===== src/rtl/cfgspi_pkg.sv =====
package cfgspi_pkg;

  localparam int ADDR_W    = 13;
  localparam int BYTE_W    = 8;
  localparam int INSTR_W   = 16;
  localparam int FMT_W     = 2;
  localparam int GAIN_W    = 3;
  localparam int TPSEL_W   = 3;
  localparam int TPWORD_W  = 12;
  localparam int TPLO_W    = TPWORD_W - BYTE_W;

  localparam logic [ADDR_W-1:0] A_CHIDX = 13'h0003;
  localparam logic [ADDR_W-1:0] A_REF   = 13'h0008;
  localparam logic [ADDR_W-1:0] A_FMT   = 13'h0011;
  localparam logic [ADDR_W-1:0] A_TPSEL = 13'h0014;
  localparam logic [ADDR_W-1:0] A_TPHI  = 13'h0015;
  localparam logic [ADDR_W-1:0] A_TPLO  = 13'h0016;

  typedef enum logic [1:0] {
    FR_IDLE  = 2'd0,
    FR_INSTR = 2'd1,
    FR_DATA  = 2'd2,
    FR_DONE  = 2'd3
  } fr_state_e;

  typedef struct packed {
    logic [FMT_W-1:0]    fmt;
    logic                ref_en;
    logic [GAIN_W-1:0]   gain;
    logic [TPSEL_W-1:0]  tp_sel;
    logic [TPWORD_W-1:0] tp_word;
  } chan_cfg_t;

endpackage


===== src/rtl/cfgspi_sync.sv =====
module cfgspi_sync #(
  parameter int STAGES = 2
) (
  input  logic clk,
  input  logic rst,
  input  logic cs_n,
  input  logic sclk,
  input  logic sdio,
  output logic cs_s,
  output logic sclk_s,
  output logic sdio_s,
  output logic cs_fall,
  output logic sclk_rise,
  output logic sclk_fall
);

  localparam int NSIG = 3;
  localparam logic [NSIG-1:0] RST_VAL = 3'b001;

  logic [NSIG-1:0] raw;
  logic [NSIG-1:0] pipe [STAGES];
  logic [NSIG-1:0] prev;

  assign raw = {sdio, sclk, cs_n};

  always_ff @(posedge clk) begin
    if (rst) begin
      for (int i = 0; i < STAGES; i++) pipe[i] <= RST_VAL;
      prev <= RST_VAL;
    end else begin
      pipe[0] <= raw;
      for (int i = 1; i < STAGES; i++) pipe[i] <= pipe[i-1];
      prev <= pipe[STAGES-1];
    end
  end

  assign cs_s      = pipe[STAGES-1][0];
  assign sclk_s    = pipe[STAGES-1][1];
  assign sdio_s    = pipe[STAGES-1][2];
  assign cs_fall   = prev[0] & ~pipe[STAGES-1][0];
  assign sclk_rise = ~prev[1] & pipe[STAGES-1][1];
  assign sclk_fall = prev[1] & ~pipe[STAGES-1][1];

endmodule


===== src/rtl/cfgspi_frame.sv =====
module cfgspi_frame
  import cfgspi_pkg::*;
(
  input  logic              clk,
  input  logic              rst,
  input  logic              cs_s,
  input  logic              sdio_s,
  input  logic              cs_fall,
  input  logic              sclk_rise,
  input  logic              sclk_fall,
  input  logic [BYTE_W-1:0] rd_data,
  output logic [ADDR_W-1:0] rd_addr,
  output logic              wr_en,
  output logic [ADDR_W-1:0] wr_addr,
  output logic [BYTE_W-1:0] wr_data,
  output logic              sdio_o,
  output logic              sdio_oe
);

  localparam int CNT_W = $clog2(INSTR_W);
  localparam logic [CNT_W-1:0] LAST_INSTR = CNT_W'(INSTR_W - 1);
  localparam logic [CNT_W-1:0] LAST_DATA  = CNT_W'(BYTE_W - 1);

  fr_state_e          st;
  logic [CNT_W-1:0]   bitcnt;
  logic [INSTR_W-1:0] shreg;
  logic               rw;
  logic [1:0]         len;
  logic [1:0]         byte_idx;
  logic [ADDR_W-1:0]  addr;
  logic [BYTE_W-1:0]  out_sr;

  always_ff @(posedge clk) begin
    if (rst) begin
      st       <= FR_IDLE;
      bitcnt   <= '0;
      shreg    <= '0;
      rw       <= 1'b0;
      len      <= '0;
      byte_idx <= '0;
      addr     <= '0;
      out_sr   <= '0;
      sdio_oe  <= 1'b0;
      wr_en    <= 1'b0;
      wr_addr  <= '0;
      wr_data  <= '0;
    end else begin
      wr_en <= 1'b0;
      if (cs_s) begin
        st      <= FR_IDLE;
        sdio_oe <= 1'b0;
      end else if (cs_fall) begin
        st     <= FR_INSTR;
        bitcnt <= '0;
      end else if (sclk_rise) begin
        shreg <= {shreg[INSTR_W-2:0], sdio_s};
        case (st)
          FR_INSTR: begin
            if (bitcnt == LAST_INSTR) begin
              rw       <= shreg[INSTR_W-2];
              len      <= shreg[INSTR_W-3:INSTR_W-4];
              addr     <= {shreg[ADDR_W-2:0], sdio_s};
              st       <= FR_DATA;
              bitcnt   <= '0;
              byte_idx <= '0;
            end else begin
              bitcnt <= bitcnt + 1'b1;
            end
          end
          FR_DATA: begin
            if (bitcnt == LAST_DATA) begin
              bitcnt <= '0;
              if (!rw) begin
                wr_en   <= 1'b1;
                wr_addr <= addr;
                wr_data <= {shreg[BYTE_W-2:0], sdio_s};
              end
              if (len != 2'b11 && byte_idx == len) begin
                st <= FR_DONE;
              end else begin
                byte_idx <= byte_idx + 1'b1;
                addr     <= addr - ADDR_W'(1);
              end
            end else begin
              bitcnt <= bitcnt + 1'b1;
            end
          end
          default: ;
        endcase
      end else if (sclk_fall && st == FR_DATA && rw) begin
        if (bitcnt == '0) begin
          out_sr  <= rd_data;
          sdio_oe <= 1'b1;
        end else begin
          out_sr <= {out_sr[BYTE_W-2:0], 1'b0};
        end
      end
    end
  end

  assign rd_addr = addr;
  assign sdio_o  = out_sr[BYTE_W-1];

  p_hiz_cs_high_r8: assert property (@(posedge clk) disable iff (rst)
    (cs_s && $past(cs_s)) |-> !sdio_oe);

  p_no_write_in_read_r3: assert property (@(posedge clk) disable iff (rst)
    wr_en |-> !rw);

  p_quiet_after_last_r4: assert property (@(posedge clk) disable iff (rst)
    (st == FR_DONE) |=> !wr_en);

endmodule


===== src/rtl/cfgspi_regs.sv =====
module cfgspi_regs
  import cfgspi_pkg::*;
#(
  parameter int NCH = 2
) (
  input  logic                    clk,
  input  logic                    rst,
  input  logic                    cs_fall,
  input  logic                    sclk_s,
  input  logic                    wr_en,
  input  logic [ADDR_W-1:0]       wr_addr,
  input  logic [BYTE_W-1:0]       wr_data,
  input  logic [ADDR_W-1:0]       rd_addr,
  output logic [BYTE_W-1:0]       rd_data,
  output logic                    pin_mode,
  output logic [NCH*FMT_W-1:0]    ch_fmt,
  output logic [NCH-1:0]          ch_ref_en,
  output logic [NCH*GAIN_W-1:0]   ch_ref_gain,
  output logic [NCH*TPSEL_W-1:0]  ch_tp_sel,
  output logic [NCH*TPWORD_W-1:0] ch_tp_word
);

  localparam int SEL_W = (NCH > 1) ? $clog2(NCH) : 1;
  localparam int RSV_W = BYTE_W - NCH;

  logic [NCH-1:0]            chidx;
  chan_cfg_t [NCH-1:0]       cfg_q;
  logic [SEL_W-1:0]          rsel;
  chan_cfg_t                 rcfg;

  always_ff @(posedge clk) begin
    if (rst) begin
      pin_mode <= 1'b1;
      chidx    <= '1;
      cfg_q    <= '0;
    end else begin
      if (cs_fall) pin_mode <= 1'b0;
      if (wr_en && wr_addr == A_CHIDX) chidx <= wr_data[NCH-1:0];
      for (int c = 0; c < NCH; c++) begin
        if (pin_mode) cfg_q[c].fmt <= {1'b0, sclk_s};
        if (wr_en && chidx[c]) begin
          case (wr_addr)
            A_REF: begin
              cfg_q[c].ref_en <= wr_data[GAIN_W];
              cfg_q[c].gain   <= wr_data[GAIN_W-1:0];
            end
            A_FMT:   cfg_q[c].fmt <= wr_data[FMT_W-1:0];
            A_TPSEL: cfg_q[c].tp_sel <= wr_data[TPSEL_W-1:0];
            A_TPHI:  cfg_q[c].tp_word[TPWORD_W-1:TPLO_W] <= wr_data;
            A_TPLO:  cfg_q[c].tp_word[TPLO_W-1:0] <= wr_data[TPLO_W-1:0];
            default: ;
          endcase
        end
      end
    end
  end

  always_comb begin
    rsel = SEL_W'(NCH - 1);
    for (int c = NCH - 1; c >= 0; c--) begin
      if (chidx[c]) rsel = SEL_W'(c);
    end
  end

  assign rcfg = cfg_q[rsel];

  always_comb begin
    case (rd_addr)
      A_CHIDX: rd_data = {{RSV_W{1'b1}}, chidx};
      A_REF:   rd_data = BYTE_W'({rcfg.ref_en, rcfg.gain});
      A_FMT:   rd_data = BYTE_W'(rcfg.fmt);
      A_TPSEL: rd_data = BYTE_W'(rcfg.tp_sel);
      A_TPHI:  rd_data = rcfg.tp_word[TPWORD_W-1:TPLO_W];
      A_TPLO:  rd_data = BYTE_W'(rcfg.tp_word[TPLO_W-1:0]);
      default: rd_data = '0;
    endcase
  end

  for (genvar c = 0; c < NCH; c++) begin : g_out
    assign ch_fmt[c*FMT_W +: FMT_W]          = cfg_q[c].fmt;
    assign ch_ref_en[c]                      = cfg_q[c].ref_en;
    assign ch_ref_gain[c*GAIN_W +: GAIN_W]   = cfg_q[c].gain;
    assign ch_tp_sel[c*TPSEL_W +: TPSEL_W]   = cfg_q[c].tp_sel;
    assign ch_tp_word[c*TPWORD_W +: TPWORD_W] = cfg_q[c].tp_word;
  end

  p_pin_mode_sticky_r2: assert property (@(posedge clk) disable iff (rst)
    !pin_mode |=> !pin_mode);

  p_nosel_no_change_r6: assert property (@(posedge clk) disable iff (rst)
    (wr_en && chidx == '0 && !pin_mode) |=> $stable(cfg_q));

endmodule


===== src/rtl/cfg_spi_slave.sv =====
module cfg_spi_slave
  import cfgspi_pkg::*;
#(
  parameter int NCH         = 2,
  parameter int SYNC_STAGES = 2
) (
  input  logic                    clk,
  input  logic                    rst,
  input  logic                    spi_cs_n,
  input  logic                    spi_sclk,
  input  logic                    spi_sdio_i,
  output logic                    spi_sdio_o,
  output logic                    spi_sdio_oe,
  output logic                    ctl_pin_mode,
  output logic [NCH*FMT_W-1:0]    ch_fmt,
  output logic [NCH-1:0]          ch_ref_en,
  output logic [NCH*GAIN_W-1:0]   ch_ref_gain,
  output logic [NCH*TPSEL_W-1:0]  ch_tp_sel,
  output logic [NCH*TPWORD_W-1:0] ch_tp_word
);

  logic              cs_s, sclk_s, sdio_s, cs_fall, sclk_rise, sclk_fall;
  logic              wr_en;
  logic [ADDR_W-1:0] wr_addr, rd_addr;
  logic [BYTE_W-1:0] wr_data, rd_data;

  cfgspi_sync #(.STAGES(SYNC_STAGES)) u_sync (
    .clk(clk), .rst(rst),
    .cs_n(spi_cs_n), .sclk(spi_sclk), .sdio(spi_sdio_i),
    .cs_s(cs_s), .sclk_s(sclk_s), .sdio_s(sdio_s),
    .cs_fall(cs_fall), .sclk_rise(sclk_rise), .sclk_fall(sclk_fall)
  );

  cfgspi_frame u_frame (
    .clk(clk), .rst(rst),
    .cs_s(cs_s), .sdio_s(sdio_s), .cs_fall(cs_fall),
    .sclk_rise(sclk_rise), .sclk_fall(sclk_fall),
    .rd_data(rd_data), .rd_addr(rd_addr),
    .wr_en(wr_en), .wr_addr(wr_addr), .wr_data(wr_data),
    .sdio_o(spi_sdio_o), .sdio_oe(spi_sdio_oe)
  );

  cfgspi_regs #(.NCH(NCH)) u_regs (
    .clk(clk), .rst(rst),
    .cs_fall(cs_fall), .sclk_s(sclk_s),
    .wr_en(wr_en), .wr_addr(wr_addr), .wr_data(wr_data),
    .rd_addr(rd_addr), .rd_data(rd_data),
    .pin_mode(ctl_pin_mode),
    .ch_fmt(ch_fmt), .ch_ref_en(ch_ref_en), .ch_ref_gain(ch_ref_gain),
    .ch_tp_sel(ch_tp_sel), .ch_tp_word(ch_tp_word)
  );

endmodule


===== config.mk =====
export PLATFORM = sky130hd
export DESIGN_NAME = cfg_spi_slave
export DESIGN_NICKNAME = d
export VERILOG_FILES = /design/src/rtl/cfgspi_pkg.sv /design/src/rtl/cfgspi_sync.sv /design/src/rtl/cfgspi_frame.sv /design/src/rtl/cfgspi_regs.sv /design/src/rtl/cfg_spi_slave.sv
export SDC_FILE = /design/constraint.sdc
export NUM_CORES = 1
export LEC_CHECK = 0
export ABC_AREA = 1
export BUFFER_PORTS_ARGS = -buffer_cell sky130_fd_sc_hd__buf_2
export CORE_UTILIZATION = 57
export DETAILED_ROUTE_END_ITERATION = 16
export GPL_ROUTABILITY_DRIVEN = 0
export GPL_TIMING_DRIVEN = 0
export PLACE_DENSITY_LB_ADDON = 0.08
export SYNTH_ARGS = -nofsm -noshare
export SYNTH_HDL_FRONTEND = slang
export SYNTH_SLANG_ARGS = --single-unit

===== constraint.sdc =====
create_clock -name clk -period 2.2 [get_ports clk]
set_clock_uncertainty 0.1 [all_clocks]
set_input_delay 0.44 -clock clk [delete_from_list [all_inputs] [get_ports clk]]
set_output_delay 0.44 -clock clk [all_outputs]
set_load 0.01 [all_outputs]

==> run summary <==
===========================================================================================
Run status ...................................................................    completed
Count of flip-flops with a built-in enable after synthesis ...................            0
Switching Fraction ...........................................................        20.7%
Sinks on Clock Net ...........................................................          123
DRT Wirelength ...............................................................     16200 um
Die Span X ...................................................................       102 um
Combined area of all synthesized cells .......................................   5710 sq um
Count of cells along the worst register-to-register path .....................            6
Core Rows ....................................................................           36
Xor-xnor portion of the synthesized cell area ................................       0.307%
Worst Path Required ..........................................................      2.51 ns
Area delta synth->final ......................................................        17.5%
Min-delay worst type ......................................................... primary input to register
Post-route standard cell area excluding fillers ..............................   6710 sq um
Pin count of the biggest net entering global routing .........................           17
Peak ir drop on the vdd network ..............................................     0.492 mV
Worst Path Max Fanout ........................................................           10
Cell occurring most often along the worst timing path ........................      a21oi_1
Number of design-rule violations left by the first detailed-router iteration .          333
Switching power total ........................................................      1.06 mW
Cells along the critical path ................................................ inv_1 > ha_1 > clkinv_1 > clkbuf_1 > a21oi_1 > a21oi_1
Synth Net Count ..............................................................          811
Leading cell type by number of instances after synthesis .....................      nand2_1
Total Neg Setup Slack ........................................................         0 ns
Number of distinct standard cells referenced by the synthesized netlist ......           41
Number of maximum-capacitance violations .....................................            0
Placeable core region ........................................................   9730 sq um
Remaining design rule violation count ........................................            0
Routed Antenna Nets ..........................................................            0
Count of fill cells added during filler insertion ............................          832
Warnings, synthesis ..........................................................            0
Average wire per cell in the routed design ...................................      16.0 um
Count of vias placed by the detailed router ..................................         5730
Largest family of logic cells by synthesized area ............................ simple AND/OR/NAND/NOR gates
First-pass iteration count of the detailed router ............................            6
Placed cell count ............................................................          979
Final hold violation count ...................................................            0
Antenna violations before repair .............................................            0
Combinational share of power .................................................         2.6%
Most numerous cell types in the synthesized netlist .......................... nand2_1, dfxtp_1, o21ai_0
Root cell of the clock tree ..................................................     clkbuf_8
Post-place instance area .....................................................   6120 sq um
Skew-Pair Late Insertion Delay ...............................................      0.53 ns
NumNets Final ................................................................          880
Starting utilization of the core area ........................................        58.7%
P per Cell Area ..............................................................  760 nW/um^2
Share of the clock period used by the worst path after layout ................        94.5%
CTS tree .....................................................................          yes
Final non-filler cell total ..................................................         1011
Remaining Overflow, GRT ......................................................            0
Max Freq .....................................................................    0.481 GHz
Hold_ws ......................................................................   0.00656 ns
R2R Path End ................................................................. u_frame.rd_addr[6]
Fraction of post-synthesis cell area in the top cell type by area ............        43.1%
Beginning of the worst register-to-register path ............................. u_frame.st[0]
Leak pwr .....................................................................      2.79 nW
Terminating pin of the worst hold path ....................................... u_sync.pipe[0][1]
Final min period .............................................................      2.08 ns
Internal Power ...............................................................      4.04 mW
Max-Slew Margin vs Limit .....................................................        51.7%
Inserted Diodes ..............................................................            0
Number of ports placed on the die boundary ...................................           50
HPWL reported at the end of detailed placement ...............................     11600 um
Clk pwr share ................................................................        53.3%
Critical path capture point type .............................................     register
Buffer count from post-CTS setup fixing ......................................            0
Share of synthesized cell area in full adder, half adder and majority cells ..        1.97%
Reg2Reg Setup Slack ..........................................................      0.12 ns
Top flip-flop cell by instance count after synthesis .........................      dfxtp_1
Critical path startpoint category ............................................     register
Final number of setup-violating endpoints ....................................            0
Hold Path Depth ..............................................................            3
Vias in the first global route ...............................................         5269
Crit path largest cell delay .................................................      0.36 ns
Number of buffers inserted during clock tree synthesis .......................           17
Average footprint of a synthesized cell ......................................   7.17 sq um
Compound-gate portion of the synthesized area ................................        21.2%
Transition at the pin with the smallest max-transition slack .................     0.725 ns
Via density ..................................................................         5.67
Startpoint of the lowest-slack hold path .....................................     spi_sclk
Setup CP Type ................................................................ register to register
RSZ-0062 raised after global routing .........................................        false
Total die area ...............................................................  10400 sq um
Largest area contributor in the netlist ......................................      dfxtp_1
Critical Path Source ......................................................... u_frame.st[0]
Global-route wire length before repair .......................................     25600 um
Mux cell area share after synthesis ..........................................       0.350%
Data arrival time of the critical path .......................................      2.39 ns
FFs w/ async S/R, synth ......................................................           0%
Post-synthesis cell count ....................................................          797
Max Root-Sink Buffers ........................................................            2
Post-Synth Simple-Gate Area ..................................................        23.5%
Slowest CP cell ..............................................................     clkinv_1
Cell type group with the largest total delay on the critical path ............ buffers and inverters
H-tree levels ................................................................            4
Fraction of final layout cells with drive strength greater than 1 ............        14.7%
Sequential element share of the synthesized area .............................        43.1%
Max-slew violation count .....................................................            0
Buf/Inv on CP ................................................................            3
Clock transition at the registers of the reported paths ......................      0.06 ns
Post-synthesis register bit count ............................................          123
Die height ...................................................................       102 um
Input/output buffers .........................................................           49
Leading cell types by total area after synthesis ............................. dfxtp_1, o21ai_0, a21oi_1
Sequential share of power ....................................................        44.0%
GRT Total Usage ..............................................................        32.3%
===========================================================================================
routing by layer:
layer | global-route usage [%] | vias to the layer above | share of wire [%]
met5 | 0 | - | 0
met4 | 18.6 | 0 | 4.3
met3 | 6.29 | 59 | 7.2
met2 | 53.4 | 269 | 47
met1 | 39.3 | 2635 | 42
li1 | - | 2767 | -
worst max path at each step:
stage	endpoint	slack [ns]	depth (start not counted)
final	u_frame.rd_addr[6]	0.12	6
after global routing	u_frame.byte_idx[1]	0.01	7
after CTS	u_frame.rd_addr[6]	0.21	6
after detailed placement	u_frame.rd_addr[6]	0.24	6
after global placement	u_frame.rd_addr[6]	0.29	9
after floorplan	u_frame.rd_addr[10]	0.56	8
power by group through the flow:
stage / clock (mW) / sequential (mW) / combinational [mW]
2_1_floorplan: 0 / 2.29 / 0.0801
3_3_place_gp: 0 / 2.29 / 0.125
3_5_place_dp: 0 / 2.29 / 0.128
4_1_cts: 2.72 / 2.25 / 0.130
5_1_grt: 2.83 / 2.25 / 0.147
6_report: 2.72 / 2.25 / 0.133
cells by family after synthesis:
group / after synthesis
buf+inv: 129
xor+xnor: 2
simple gates: 300
flops: 123
mux: 2
fa+ha+maj: 9
compound gates: 232
cell usage in the layout (no fill, tap or decap), types with 2 or more instances in the layout:
cell type	n
clkbuf_1	25
o21a_1	2
clkinv_1	4
mux2i_1	2
a211oi_1	3
nor3_1	5
a21oi_1	98
inv_2	3
clkinv_2	7
nand3_2	4
dfxtp_1	123
o21ai_0	110
buf_6	5
or2_2	3
nand2_1	129
bufinv_16	3
ha_1	9
nor2_4	2
buf_2	56
clkbuf_16	16
nand2_2	4
nand4_1	4
nand3_1	56
a21oi_2	4
nor2_2	10
nor2_1	78
o211ai_1	3
clkbuf_8	3
o21ai_1	7
inv_1	83
sequential cells by signal, summed over array words and instances, names as in the netlist, 4 cells and up:
name                count
u_frame.wr_addr        13
u_sync.pipe             6
u_frame.bitcnt          4
u_regs.ch_tp_sel        6
u_regs.ch_ref_gain      6
u_frame.rd_addr        13
u_frame.out_sr          8
u_frame.wr_data         8
u_regs.ch_fmt           4
u_regs.ch_tp_word      24
u_frame.shreg          15
through the flow:
stage / power (mW) / utilization (%) / setup slack (ns)
6_report: 5.10 / 69.0 / 0.121
5_1_grt: 5.23 / 69.0 / 0.0104
4_1_cts: 5.10 / 69.0 / 0.210
3_5_place_dp: 2.42 / 63.0 / 0.238
3_3_place_gp: 2.42 / 63.0 / 0.286
2_1_floorplan: 2.37 / - / 0.563
area by class of cell:
| cell class | count | area [sq um] | area share, % |
|---|---|---|---|
| clock buffers | 23 | 457 | 6.80 |
| repair buffers | 50 | 255 | 3.80 |
| well taps | 133 | 166 | 2.48 |
| flip-flops and latches | 123 | 2460 | 36.7 |
| clock inverters | 8 | 118 | 1.75 |
| plain buffers | 36 | 198 | 2.95 |
| multi-input cells | 545 | 2700 | 40.3 |
| inverters | 93 | 353 | 5.26 |
worst min-delay path, delay by kind of cell:
kind | cells | cell delay [ns]
buf+inv | 2 | 0.10
simple gates | 1 | 0.06
what timing repair did:
action / CTS / global route
setup endpoints to repair: 0 / 1
hold endpoints to repair: 1 / 0
hold buffers: 1 / 0
resized for setup: 0 / 1
(Power assumes the default switching activity.)
